[src/rtl/duo_pkg.sv]
package duo_pkg;

    typedef enum logic [3:0] {
        S_FETCH_ADDR,
        S_FETCH_WAIT,
        S_FETCH_IR,
        S_RR_Y,
        S_RR_ADD,
        S_RM_ADDR,
        S_RM_WAIT,
        S_RM_ADD,
        S_JZ_TEST,
        S_JZ_ADD,
        S_FINISH
    } step_t;

    typedef enum logic [1:0] {
        ALU_PASS,
        ALU_ADD,
        ALU_INC
    } alu_op_t;

    // one bit per source of the outgoing bus
    typedef struct packed {
        logic from_reg;
        logic from_pc;
        logic from_mdr;
        logic from_off;
    } src_sel_t;

    // load strobes of every register the sequencer controls
    typedef struct packed {
        logic to_reg;
        logic to_pc;
        logic to_mar;
        logic to_ir;
        logic to_y;
        logic to_zf;
        logic to_mdr;
    } load_t;

    localparam logic [1:0] OP_RADD = 2'b00;
    localparam logic [1:0] OP_MADD = 2'b01;
    localparam logic [1:0] OP_JZ   = 2'b10;
    localparam logic [1:0] OP_NOP  = 2'b11;

endpackage

[src/rtl/duo_alu.sv]
module duo_alu
    import duo_pkg::*;
#(
    parameter int DW = 16
) (
    input  alu_op_t       op,
    input  logic [DW-1:0] a_in,
    input  logic [DW-1:0] b_in,
    output logic [DW-1:0] y_out
);

    always_comb begin
        unique case (op)
            ALU_PASS: y_out = b_in;
            ALU_ADD:  y_out = a_in + b_in;
            ALU_INC:  y_out = b_in + {{(DW-1){1'b0}}, 1'b1};
            default:  y_out = b_in;
        endcase
    end

endmodule

[src/rtl/duo_regbank.sv]
module duo_regbank #(
    parameter int DW   = 16,
    parameter int NREG = 4,
    localparam int RIW = $clog2(NREG)
) (
    input  logic           clk,
    input  logic           rst_n,
    input  logic           we,
    input  logic [RIW-1:0] waddr,
    input  logic [DW-1:0]  wdata,
    input  logic [RIW-1:0] raddr,
    output logic [DW-1:0]  rdata
);

    logic [DW-1:0] regs [NREG];

    for (genvar gi = 0; gi < NREG; gi++) begin : g_reg
        always_ff @(posedge clk) begin
            if (!rst_n)
                regs[gi] <= '0;
            else if (we && waddr == RIW'(gi))
                regs[gi] <= wdata;
        end
    end

    assign rdata = regs[raddr];

endmodule

[src/rtl/duo_ctrl.sv]
module duo_ctrl
    import duo_pkg::*;
(
    input  logic       clk,
    input  logic       rst_n,
    input  logic [1:0] fetched_op,
    input  logic       zf,
    input  logic       mem_done,
    output step_t      step,
    output src_sel_t   src,
    output load_t      ld,
    output alu_op_t    alu_op,
    output logic       use_rb,
    output logic       rd_start,
    output logic       instr_end
);

    step_t nxt;

    always_ff @(posedge clk) begin
        if (!rst_n)
            step <= S_FETCH_ADDR;
        else
            step <= nxt;
    end

    always_comb begin
        nxt       = step;
        src       = '0;
        ld        = '0;
        alu_op    = ALU_PASS;
        use_rb    = 1'b0;
        rd_start  = 1'b0;
        instr_end = 1'b0;
        unique case (step)
            S_FETCH_ADDR: begin
                src.from_pc = 1'b1;
                ld.to_mar   = 1'b1;
                rd_start    = 1'b1;
                nxt         = S_FETCH_WAIT;
            end
            S_FETCH_WAIT: begin
                src.from_pc = 1'b1;
                alu_op      = ALU_INC;
                if (mem_done) begin
                    ld.to_pc  = 1'b1;
                    ld.to_mdr = 1'b1;
                    nxt       = S_FETCH_IR;
                end
            end
            S_FETCH_IR: begin
                src.from_mdr = 1'b1;
                ld.to_ir     = 1'b1;
                unique case (fetched_op)
                    OP_RADD: nxt = S_RR_Y;
                    OP_MADD: nxt = S_RM_ADDR;
                    OP_JZ:   nxt = S_JZ_TEST;
                    default: nxt = S_FINISH;
                endcase
            end
            S_RR_Y: begin
                src.from_reg = 1'b1;
                ld.to_y      = 1'b1;
                nxt          = S_RR_ADD;
            end
            S_RR_ADD: begin
                src.from_reg = 1'b1;
                use_rb       = 1'b1;
                alu_op       = ALU_ADD;
                ld.to_reg    = 1'b1;
                ld.to_zf     = 1'b1;
                nxt          = S_FINISH;
            end
            S_RM_ADDR: begin
                src.from_reg = 1'b1;
                use_rb       = 1'b1;
                ld.to_mar    = 1'b1;
                rd_start     = 1'b1;
                nxt          = S_RM_WAIT;
            end
            S_RM_WAIT: begin
                src.from_reg = 1'b1;
                if (mem_done) begin
                    ld.to_y   = 1'b1;
                    ld.to_mdr = 1'b1;
                    nxt       = S_RM_ADD;
                end
            end
            S_RM_ADD: begin
                src.from_mdr = 1'b1;
                alu_op       = ALU_ADD;
                ld.to_reg    = 1'b1;
                ld.to_zf     = 1'b1;
                nxt          = S_FINISH;
            end
            S_JZ_TEST: begin
                src.from_pc = 1'b1;
                ld.to_y     = 1'b1;
                nxt         = zf ? S_JZ_ADD : S_FINISH;
            end
            S_JZ_ADD: begin
                src.from_off = 1'b1;
                alu_op       = ALU_ADD;
                ld.to_pc     = 1'b1;
                nxt          = S_FINISH;
            end
            S_FINISH: begin
                instr_end = 1'b1;
                nxt       = S_FETCH_ADDR;
            end
            default: nxt = S_FETCH_ADDR;
        endcase
    end

    // operand step is always followed by the add step, then the finish step
    assert_rr_steps_R5: assert property (@(posedge clk) disable iff (!rst_n)
        step == S_RR_Y |=> step == S_RR_ADD);
    assert_rr_finish_R5: assert property (@(posedge clk) disable iff (!rst_n)
        step == S_RR_ADD |=> step == S_FINISH);

    // a clear zero flag skips the offset add
    assert_jz_skip_R9: assert property (@(posedge clk) disable iff (!rst_n)
        (step == S_JZ_TEST && !zf) |=> step == S_FINISH);

    // the memory add cannot leave its wait step without completion
    assert_rm_wait_R6: assert property (@(posedge clk) disable iff (!rst_n)
        (step == S_RM_WAIT && !mem_done) |=> step == S_RM_WAIT);

endmodule

[src/rtl/duo_bus_core.sv]
module duo_bus_core
    import duo_pkg::*;
#(
    parameter int DW       = 16,
    parameter int NREG     = 4,
    parameter int RESET_PC = 16
) (
    input  logic                    clk,
    input  logic                    rst_n,
    output logic [DW-1:0]           mem_addr,
    output logic                    mem_rd,
    input  logic [DW-1:0]           mem_rdata,
    input  logic                    mem_done,
    output logic [DW-1:0]           pc_o,
    output logic                    wb_valid,
    output logic [$clog2(NREG)-1:0] wb_reg,
    output logic [DW-1:0]           wb_data,
    output logic                    instr_end
);

    localparam int RIW   = $clog2(NREG);
    localparam int RA_HI = DW - 3;
    localparam int RB_HI = DW - 3 - RIW;
    localparam int OFFW  = DW - 2 - 2 * RIW;

    logic [DW-1:0] pc_q, mar_q, mdr_q, ir_q, y_q;
    logic          zf_q, rd_q;

    step_t    step;
    src_sel_t src;
    load_t    ld;
    alu_op_t  alu_op;
    logic     use_rb, rd_start;

    logic [RIW-1:0] ra, rb, rsel;
    logic [DW-1:0]  rf_rd, off_ext, out_bus, in_bus;

    assign ra      = ir_q[RA_HI -: RIW];
    assign rb      = ir_q[RB_HI -: RIW];
    assign rsel    = use_rb ? rb : ra;
    assign off_ext = {{(DW-OFFW){ir_q[OFFW-1]}}, ir_q[OFFW-1:0]};

    duo_ctrl u_ctrl (
        .clk        (clk),
        .rst_n      (rst_n),
        .fetched_op (mdr_q[DW-1 -: 2]),
        .zf         (zf_q),
        .mem_done   (mem_done),
        .step       (step),
        .src        (src),
        .ld         (ld),
        .alu_op     (alu_op),
        .use_rb     (use_rb),
        .rd_start   (rd_start),
        .instr_end  (instr_end)
    );

    duo_regbank #(.DW(DW), .NREG(NREG)) u_rf (
        .clk   (clk),
        .rst_n (rst_n),
        .we    (ld.to_reg),
        .waddr (ra),
        .wdata (in_bus),
        .raddr (rsel),
        .rdata (rf_rd)
    );

    // AND-OR source bus: two enabled sources would merge visibly
    assign out_bus = ({DW{src.from_reg}} & rf_rd)
                   | ({DW{src.from_pc}}  & pc_q)
                   | ({DW{src.from_mdr}} & mdr_q)
                   | ({DW{src.from_off}} & off_ext);

    assert_one_source_R10: assert property (@(posedge clk) disable iff (!rst_n)
        $onehot0(src));

    duo_alu #(.DW(DW)) u_alu (
        .op    (alu_op),
        .a_in  (y_q),
        .b_in  (out_bus),
        .y_out (in_bus)
    );

    always_ff @(posedge clk) begin
        if (!rst_n) begin
            pc_q  <= DW'(RESET_PC);
            mar_q <= '0;
            mdr_q <= '0;
            ir_q  <= '0;
            y_q   <= '0;
            zf_q  <= 1'b0;
            rd_q  <= 1'b0;
        end else begin
            rd_q <= rd_start;
            if (ld.to_pc)  pc_q  <= in_bus;
            if (ld.to_mar) mar_q <= in_bus;
            if (ld.to_ir)  ir_q  <= in_bus;
            if (ld.to_mdr) mdr_q <= mem_rdata;
            if (ld.to_y)   y_q   <= out_bus;
            if (ld.to_zf)  zf_q  <= (in_bus == '0);
        end
    end

    assign mem_addr = mar_q;
    assign mem_rd   = rd_q;
    assign pc_o     = pc_q;
    assign wb_valid = ld.to_reg;
    assign wb_reg   = ra;
    assign wb_data  = in_bus;

    // read strobe lasts one cycle
    assert_rd_pulse_R2: assert property (@(posedge clk) disable iff (!rst_n)
        mem_rd |=> !mem_rd);

    // completion of a fetch advances the counter by one
    assert_pc_step_R2: assert property (@(posedge clk) disable iff (!rst_n)
        (step == S_FETCH_WAIT && mem_done) |=>
            pc_q == ($past(pc_q) + {{(DW-1){1'b0}}, 1'b1}));

    // nothing loads while a wait step lacks completion
    assert_stall_hold_R3: assert property (@(posedge clk) disable iff (!rst_n)
        ((step == S_FETCH_WAIT || step == S_RM_WAIT) && !mem_done) |=>
            ($stable(pc_q) && $stable(y_q) && $stable(ir_q) && $stable(mar_q)));

endmodule

[config.mk]
export PLATFORM = sky130hd
export DESIGN_NAME = duo_bus_core
export DESIGN_NICKNAME = d
export VERILOG_FILES = /design/src/rtl/duo_pkg.sv /design/src/rtl/duo_alu.sv /design/src/rtl/duo_regbank.sv /design/src/rtl/duo_ctrl.sv /design/src/rtl/duo_bus_core.sv
export SDC_FILE = /design/constraint.sdc
export NUM_CORES = 1
export LEC_CHECK = 0
export BUFFER_PORTS_ARGS = -buffer_cell sky130_fd_sc_hd__buf_2
export CORE_MARGIN = 5
export CORE_UTILIZATION = 32
export CTS_CLUSTER_DIAMETER = 60
export CTS_CLUSTER_SIZE = 8
export DETAILED_ROUTE_END_ITERATION = 16
export MAX_ROUTING_LAYER = met4
export SLEW_MARGIN = 10
export SYNTH_ARGS = -nofsm -noshare
export SYNTH_HDL_FRONTEND = slang
export SYNTH_SLANG_ARGS = --single-unit
[constraint.sdc]
create_clock -name clk -period 10.4 [get_ports clk]
set_input_delay 2.08 -clock clk [delete_from_list [all_inputs] [get_ports clk]]
set_output_delay 2.08 -clock clk [all_outputs]
set_load 0.03 [all_outputs]
==> results of run 1 <==
==> through the flow <==
stage | area, µm² | hold slack, ps | setup slack [ps]
floorplan | 7720 | 454 | 3700
global placement | 8430 | 476 | 3100
detailed placement | 8430 | 486 | 3030
CTS | 9020 | 502 | 2540
global route | 9020 | 523 | 2100
finish | 9020 | 499 | 2500
==> sequential cells by signal (all words and copies together) (netlist names) <==
register     count
u_rf.regs       64
mdr_q           16
mem_addr        16
pc_o            16
y_q             16
ir_q            14
u_ctrl.step      4
mem_rd           1
zf_q             1
==> worst max-delay path by stage <==
stage	endpoint	start	slack, ps
floorplan	wb_data[12]	u_ctrl.step[2]$_SDFFE_PN0P_	3700
global placement	wb_data[12]	u_ctrl.step[2]$_SDFFE_PN0P_	3100
detailed placement	wb_data[12]	u_ctrl.step[2]$_SDFFE_PN0P_	3030
CTS	wb_data[12]	u_ctrl.step[2]$_SDFFE_PN0P_	2540
global route	wb_data[12]	u_ctrl.step[0]$_SDFFE_PN0P_	2100
finish	wb_data[12]	u_ctrl.step[0]$_SDFFE_PN0P_	2500
==> layer usage <==
layer	wire (µm)	global-route usage	up-vias	part of all wire
li1	-	-	2872	-
met1	10300	0.233	2834	0.48
met2	9280	0.241	211	0.43
met3	1370	0.0345	37	0.063
met4	670	0.0686	0	0.031
met5	0	-	-	0
==> where the power goes <==
group	internal (mW)	switching [mW]	total, mW
clock network	0.344	0.281	0.625
logic	0.423	0.873	1.30
registers	0.695	0.0768	0.772
total	1.46	1.23	2.69
==> layout by cell type (no fill, tap or decap), types with 4 or more instances in the layout <==
cell type and count:
nor2_1 90, xor2_1 6, nand4b_1 4, buf_2 71, dfxtp_1 84, o211a_1 39
a21oi_1 34, nand3_1 5, inv_6 4, mux2_2 10, xnor2_1 4, o31ai_1 4
inv_8 5, nand2_1 61, mux2i_2 6, a22oi_1 8, buf_4 21, edfxtp_1 64
ha_1 20, o221ai_1 12, and2_1 18, or3_1 4, mux2i_1 59, nor2b_1 45
nor3b_1 4, inv_1 29, clkbuf_16 18, nand2b_1 14, o21ai_0 26, o21ai_1 6
==> layout make-up <==
class / count / area, µm²
clock buffers: 18 / 450
clock inverters: 14 / 148
fillers: 2391 / 14600
inverters: 31 / 116
multi-input cells: 539 / 3790
flip-flops and latches: 148 / 3600
well taps: 319 / 399
repair buffers: 92 / 513
==> cells by family (layout without fill, tap and decap cells) <==
logic type               after synthesis  after routing  synth area share
XOR/XNOR                              11             11            0.0135
AO/OA/AOI/OAI                        166            166             0.164
buffers and inverters                 83            155            0.0467
multiplexers                          77             77             0.106
adder cells (fa/ha/maj)               21             21            0.0350
AND/OR/NAND/NOR                      264            264             0.169
flip-flops                           148            148             0.467
==> cell usage after synthesis, drive strengths merged, types with 4 or more instances <==
cell type | number | area [µm²]
xor2 | 6 | 52.6
nor2 | 90 | 338
o21ai | 32 | 160
o31ai | 4 | 30.0
and2 | 18 | 113
nand3 | 5 | 25.0
nor3 | 5 | 25.0
a22oi | 9 | 72.6
a211oi | 5 | 47.5
nor2b | 45 | 282
mux2i | 66 | 683
dfxtp | 84 | 1680
ha | 20 | 250
edfxtp | 64 | 1920
inv | 31 | 116
clkbuf | 38 | 143
nand2 | 63 | 241
o221ai | 13 | 120
nand4b | 4 | 35.0
o211a | 39 | 390
mux2 | 10 | 113
buf | 14 | 101
or3 | 4 | 25.0
a21oi | 37 | 196
nand2b | 14 | 87.6
xnor2 | 5 | 51.3
nor3b | 5 | 48.8
==> flow_metrics.env, run 1 <==
export IMPL_slowest_stage="dfxtp_1"
export IMPL_power_mw=2.69
export IMPL_stdcell_count=1161
export IMPL_grt_pass1_vias=5736
export IMPL_routed_wl_um=21600
export IMPL_grt_antenna_before_repair=0
export IMPL_syn_mean_instance_area_um2=10.0
export IMPL_hold_path_class="register to register"
export IMPL_syn_area_um2=7720
export IMPL_synth_cell_types=67
export IMPL_n_antenna_cell=0
export IMPL_drtIter0Drc=733
export IMPL_grt_pass1_wl_um=33500
export IMPL_status="finished clean"
export IMPL_die_x_um=165
export IMPL_yosys_warnings=0
export IMPL_clock_root_buffer="clkbuf_16"
export IMPL_cp_end_kind="output port"
export IMPL_netlist_instances=770
export IMPL_synth_enable_flop_cells=64
export IMPL_grtUsageTotal=0.169
export IMPL_holdBufCountCts=0
export IMPL_worst_path_buf_inv=3
export IMPL_maxCapViolCount=0
export IMPL_synth_seq_area_share=0.467
export IMPL_timing_final_crit_share=0.760
export IMPL_viasPerCell=5.13
export IMPL_cpPeakStageDelay_ps=770
export IMPL_r2r_start="u_ctrl.step[0]$_SDFFE_PN0P_"
export IMPL_finalHoldViolCount=0
export IMPL_slew_headroom=0.213
export IMPL_start_util=0.327
export IMPL_num_rows=56
export IMPL_critPathMaxFanout=19
export IMPL_clock_latency_ps=440
export IMPL_cp_required_ps=8320
export IMPL_cp_top_family="compound AO/OA/AOI/OAI gates"
export IMPL_coreArea_um2=23600
export IMPL_start_kind="register"
export IMPL_utilization=0.382
export IMPL_regToRegSetupSlack_ps=4850
export IMPL_cts_tree="done"
export IMPL_clk_pin_slew_ps=70
export IMPL_vdd_drop_max_v=0.000165
export IMPL_setup_viol=0
export IMPL_drcViolationCount=0
export IMPL_reg2reg_depth=17
export IMPL_arrival_ps=5820
export IMPL_rsz0062_at_grt="false"
export IMPL_fin_setup_tns_ps=0
export IMPL_synth_async_reset_ratio=0
export IMPL_cts_made_buffers=17
export IMPL_skew_ps=13.2
export IMPL_clkSinkCount=148
export IMPL_worstMarginPinSlew_ps=1170
export IMPL_grt_max_degree=93
export IMPL_finalCriticalPeriod_ps=7900
export IMPL_finalMaxSlewViolations=0
export IMPL_io_pins=72
export IMPL_synth_ff_latch_count=148
export IMPL_path_cells="nor2_1 > nor4b_2 > a31oi_1 > ha_1 > or2_2 > ha_1 > inv_1 > fa_1 > nor2b_1 > o31ai_1 > a211oi_1 > o31ai_1 > mux2_2 > a211oi_2 > inv_1 > buf_2"
export IMPL_dp_cells=1129
export IMPL_fp_dieH_um=165
export IMPL_min_to="mem_addr[6]$_SDFFE_PN0P_"
export IMPL_finalNetCount=869
export IMPL_min_from="mem_addr[6]$_SDFFE_PN0P_"
export IMPL_postCtsSetupRepairBufs=0
export IMPL_gp_congestion=0.893
export IMPL_crit_type="register to output port"
export IMPL_synthFlopType="dfxtp_1"
export IMPL_wl_per_cell_um=18.6
export IMPL_dr_pass1_iters=5
export IMPL_power_density_nw_per_um2=298
export IMPL_drive_gt1_frac=0.194
export IMPL_dieArea_um2=27300
export IMPL_syn_nets=810
export IMPL_cp_depth=16
export IMPL_hpwl_um=15000
export IMPL_power_leakage_nw=4.23
export IMPL_antenna_left=0
export IMPL_holdPathStages=1
export IMPL_cts_resized=0
export IMPL_num_vias=5954
export IMPL_htree_levels=4
export IMPL_port_buffer_count=71
export IMPL_worstReg2RegEnd="zf_q$_SDFFE_PN0P_"
export IMPL_fmax_ghz=0.127
export IMPL_clock_path_buffers=2
export IMPL_overflow=0
export IMPL_area_growth_pct=16.9
(Power assumes the default switching activity.)
==> inputs of run 2 (changes only) <==
clock period = 7.5 ns   (was 10.4 ns; I/O delays follow)
==> run 2 against run 1 <==
- setup slack got worse by 2000 ps
- clock power rose by 32%
- first-iteration DRC count fell by 11%
- sequential cell count did not move
- final area rose by 0.21%
- via count rose by 1.2%
==> flow_metrics.env, run 2 (synthesis gave the netlist of run 1 again) <==
export IMPL_clkPwrFrac=0.224
export IMPL_die_x_um=165
export IMPL_clkSinkCount=148
export IMPL_crit_type="register to output port"
export IMPL_cp_end_kind="output port"
export IMPL_grt_antenna_before_repair=0
export IMPL_top_register="u_rf.regs"
export IMPL_p_sw_frac=0.456
export IMPL_slew_headroom=0.164
export IMPL_cts_tree="done"
export IMPL_mostFrequentLayoutCells="90 x nor2_1, 84 x dfxtp_1, 71 x buf_2"
export IMPL_cp_required_ps=6000
export IMPL_power_density_nw_per_um2=409
export IMPL_crit_start="u_ctrl.step[2]$_SDFFE_PN0P_"
export IMPL_clock_latency_ps=440
export IMPL_status="finished clean"
export IMPL_gp_congestion=0.916
export IMPL_vdd_drop_max_v=0.000250
export IMPL_overflow=0
export IMPL_htree_levels=4
export IMPL_power_leakage_nw=4.24
export IMPL_viasPerCell=5.16
export IMPL_finalHoldViolCount=0
export IMPL_routed_wl_um=22200
export IMPL_worstMarginPinSlew_ps=1250
export IMPL_p_switching_mw=1.69
export IMPL_largest_register_ffs=64
export IMPL_grtUsageTotal=0.171
export IMPL_drcViolationCount=0
export IMPL_critPathMaxFanout=18
export IMPL_area_growth_pct=17.1
export IMPL_num_vias=6028
export IMPL_seq_power_share=0.290
export IMPL_hold_path_class="register to register"
export IMPL_postCtsSetupRepairBufs=0
export IMPL_clock_root_buffer="clkbuf_16"
export IMPL_final_common_cell="nor2_1"
export IMPL_antenna_left=0
export IMPL_clk_pin_slew_ps=70
export IMPL_hpwl_um=15600
export IMPL_io_pins=72
export IMPL_skew_ps=14.2
export IMPL_finalNetCount=876
export IMPL_min_from="mem_addr[2]$_SDFFE_PN0P_"
export IMPL_finalCriticalPeriod_ps=6980
export IMPL_fp_dieH_um=165
export IMPL_grt_pass1_wl_um=34100
export IMPL_n_antenna_cell=0
export IMPL_setup_viol=0
export IMPL_num_rows=56
export IMPL_grt_pass1_vias=5718
export IMPL_start_kind="register"
export IMPL_utilization=0.383
export IMPL_fillCellCount=2360
export IMPL_holdBufCountCts=0
export IMPL_start_util=0.327
export IMPL_timing_final_crit_share=0.931
export IMPL_pwr_share_comb=0.487
export IMPL_cts_made_buffers=17
export IMPL_grt_max_degree=59
export IMPL_clock_path_buffers=2
export IMPL_coreArea_um2=23600
export IMPL_p_int_mw=2.01
export IMPL_r2r_start="u_ctrl.step[2]$_SDFFE_PN0P_"
export IMPL_dr_pass1_iters=5
export IMPL_drive_gt1_frac=0.200
export IMPL_fin_setup_tns_ps=0
export IMPL_cts_resized=0
export IMPL_wl_per_cell_um=19.0
export IMPL_drtIter0Drc=656
export IMPL_rsz0062_at_grt="false"
export IMPL_dieArea_um2=27300
export IMPL_finalMaxSlewViolations=0
export IMPL_port_buffer_count=71
export IMPL_maxCapViolCount=0
export IMPL_fmax_ghz=0.143
export IMPL_arrival_ps=5480
run 2: area by class of cell:
class,instances,area (µm²),share of cell area
clock buffer,17,425,0.0470
inverter,31,116,0.0129
timing repair buffer,99,566,0.0625
tap,319,399,0.0441
multi-input combinational,539,3790,0.420
clock inverter,15,139,0.0154
sequential,148,3600,0.399
run 2: per-layer routing:
metal	wire length, µm	global-route usage
met1	10400	0.232
met2	9990	0.252
met3	1380	0.0395
met4	518	0.0581
met5	0	-
run 2: metrics by stage:
stage	std cells	instance area (µm²)	power, mW	hold slack (ps)	worst slack, ps
2_1_floorplan	770	7720	2.28	454	1380
3_3_place_gp	1136	8480	2.88	475	1120
3_5_place_dp	1136	8480	2.89	482	1030
4_1_cts	1168	9040	3.72	501	559
5_1_grt	1168	9040	3.91	511	225
6_report	1168	9040	3.70	497	520
run 2: critical path: stages (launching register included):
cell and delay [ps]:
dfxtp_1 660, nor3b_4 380, mux2i_4 740, buf_4 420
mux2i_1 260, o221ai_1 240, ha_1 430, o211ai_1 130
o211a_1 250, o31a_1 360, o211a_1 240, a211o_1 260
xnor2_2 350, inv_2 110, buf_2 210
run 2: path summary, 6_finish.rpt:
| path | to | slack (ps) | cells after the start |
|---|---|---|---|
| worst max-delay path | wb_data[15] | 520 | 14 |
| worst min-delay path | mem_addr[2]$_SDFFE_PN0P_ | 500 | 1 |
| worst max register to register | zf_q$_SDFFE_PN0P_ | 1950 | 16 |
| worst min register to register | mem_addr[2]$_SDFFE_PN0P_ | 500 | 1 |
run 2: power groups by stage:
| stage | Clock (mW) | Sequential, mW | Combinational [mW] |
|---|---|---|---|
| after detailed placement | 0 | 1.08 | 1.80 |
| after global routing | 0.878 | 1.08 | 1.95 |
| final | 0.827 | 1.07 | 1.80 |
| after global placement | 0 | 1.08 | 1.80 |
| after CTS | 0.842 | 1.07 | 1.81 |
| after floorplan | 0 | 1.14 | 1.14 |
==> inputs of run 3 (changes only) <==
CELL_PAD_IN_SITES_DETAIL_PLACEMENT = 0   (was default)
CELL_PAD_IN_SITES_GLOBAL_PLACEMENT = 1   (was default)
PLACE_DENSITY_LB_ADDON = 0.1   (was default)
==> run 3 against run 2 <==
- largest cell class unchanged
- total power is 1.6% higher
- clock-buffer cell count increased by 3
- critical path depth unchanged
- largest power group unchanged
- critical path type unchanged
- clock skew shrank 1.8 ps
- fmax is essentially flat
- non-clock buffer count grew 2
==> flow_metrics.env, run 3 (synthesis gave the netlist of run 1 again) <==
export IMPL_cts_tree="done"
export IMPL_overflow=0
export IMPL_slew_headroom=0.401
export IMPL_rsz0062_at_grt="false"
export IMPL_mostFrequentLayoutCells="90 x nor2_1, 84 x dfxtp_1, 71 x buf_2"
export IMPL_routed_wl_um=24300
export IMPL_dp_cells=1138
export IMPL_power_mw=3.76
export IMPL_cpPeakStageDelay_ps=670
export IMPL_num_vias=5883
export IMPL_wl_per_cell_um=20.7
export IMPL_cts_made_buffers=17
export IMPL_die_x_um=165
export IMPL_hpwl_um=17400
export IMPL_postCtsSetupRepairBufs=0
export IMPL_worstMarginPinSlew_ps=898
export IMPL_clkSinkCount=148
export IMPL_gp_congestion=0.880
export IMPL_n_antenna_cell=0
export IMPL_grt_antenna_before_repair=0
export IMPL_finalHoldViolCount=0
export IMPL_cts_resized=0
export IMPL_viasPerCell=5.03
export IMPL_fin_setup_tns_ps=0
export IMPL_finalNetCount=878
export IMPL_status="finished clean"
export IMPL_antenna_left=0
export IMPL_finalCriticalPeriod_ps=6980
export IMPL_grt_pass1_vias=5912
export IMPL_top_register="u_rf.regs"
export IMPL_fmax_ghz=0.143
export IMPL_holdBufCountCts=0
export IMPL_clock_path_buffers=2
export IMPL_drcViolationCount=0
export IMPL_clock_latency_ps=430
export IMPL_largest_register_ffs=64
export IMPL_critPathMaxFanout=18
export IMPL_grt_pass1_wl_um=37100
export IMPL_io_pins=72
export IMPL_power_leakage_nw=4.25
export IMPL_clk_pin_slew_ps=70
export IMPL_start_util=0.327
export IMPL_dr_pass1_iters=5
export IMPL_cp_end_kind="output port"
export IMPL_power_density_nw_per_um2=415
export IMPL_area_growth_pct=17.3
export IMPL_finalMaxSlewViolations=0
export IMPL_dieArea_um2=27300
export IMPL_port_buffer_count=71
export IMPL_coreArea_um2=23600
export IMPL_skew_ps=12.5
export IMPL_timing_final_crit_share=0.931
export IMPL_path_cells="nor3b_4 > mux2i_4 > mux2i_1 > nor2_1 > or4_1 > ha_1 > a21oi_1 > nor3b_1 > a211oi_1 > o31ai_1 > mux2_2 > a211oi_2 > inv_1 > buf_2"
export IMPL_arrival_ps=5480
export IMPL_worst_path_buf_inv=2
export IMPL_fp_dieH_um=165
export IMPL_maxCapViolCount=0
export IMPL_setup_viol=0
export IMPL_slowest_stage="dfxtp_1"
export IMPL_grtUsageTotal=0.187
export IMPL_utilization=0.383
export IMPL_crit_start="u_ctrl.step[2]$_SDFFE_PN0P_"
export IMPL_min_from="ir_q[4]$_SDFFE_PN0P_"
export IMPL_cp_required_ps=6000
export IMPL_hold_path_class="register to register"
export IMPL_drive_gt1_frac=0.200
export IMPL_clock_root_buffer="clkbuf_16"
export IMPL_grt_max_degree=93
export IMPL_crit_type="register to output port"
export IMPL_vdd_drop_max_v=0.000214
export IMPL_num_rows=56
export IMPL_hold_worst_slack_ps=495
export IMPL_stdcell_count=1170
export IMPL_r2r_start="u_ctrl.step[2]$_SDFFE_PN0P_"
export IMPL_htree_levels=4
export IMPL_start_kind="register"
export IMPL_final_common_cell="nor2_1"
export IMPL_drtIter0Drc=466
export IMPL_cp_top_family="multiplexers"
run 3: cell count changes in the layout (fill, tap and decap cells not counted):
cell	previous run	this run
clkinv_8	1	0
clkinvlp_4	1	2
a211oi_4	1	0
clkinv_4	2	3
clkbuf_1	0	2
buf_4	28	30
bufinv_16	0	1
a211oi_2	1	2
inv_4	2	0
clkbuf_8	0	1
inv_8	4	1
run 3: where the power goes:
group / internal, mW / switching (mW) / leakage [nW]
combinational: 0.610 / 1.23 / 2.63
clock: 0.473 / 0.365 / 0.274
sequential: 0.964 / 0.112 / 1.35
total: 2.05 / 1.71 / 4.25
run 3: final cells by class:
class / count / area [µm²]
clock buffer: 20 / 447
clock inverter: 12 / 123
fill: 2402 / 14600
inverter: 31 / 116
multi-input combinational: 539 / 3790
sequential: 148 / 3600
tap: 319 / 399
timing repair buffer: 101 / 581
run 3: per-layer routing:
layer	share of wire	global-route usage
met1	0.49	0.259
met2	0.45	0.286
met3	0.040	0.0300
met4	0.018	0.0532
met5	0	-
run 3: through the flow:
stage / area (µm²) / setup WS, ps
floorplan: 7720 / 1380
global placement: 8490 / 1130
detailed placement: 8490 / 1040
CTS: 9050 / 548
global route: 9050 / 144
finish: 9050 / 521
run 3: path summary, 6_finish.rpt:
kind,to,slack (ps),cells after the start
hold / removal,ir_q[4]$_SDFFE_PN0P_,490,1
setup / recovery,wb_data[12],520,14
setup reg to reg,zf_q$_SDFFE_PN0P_,1750,17
hold reg to reg,ir_q[4]$_SDFFE_PN0P_,490,1
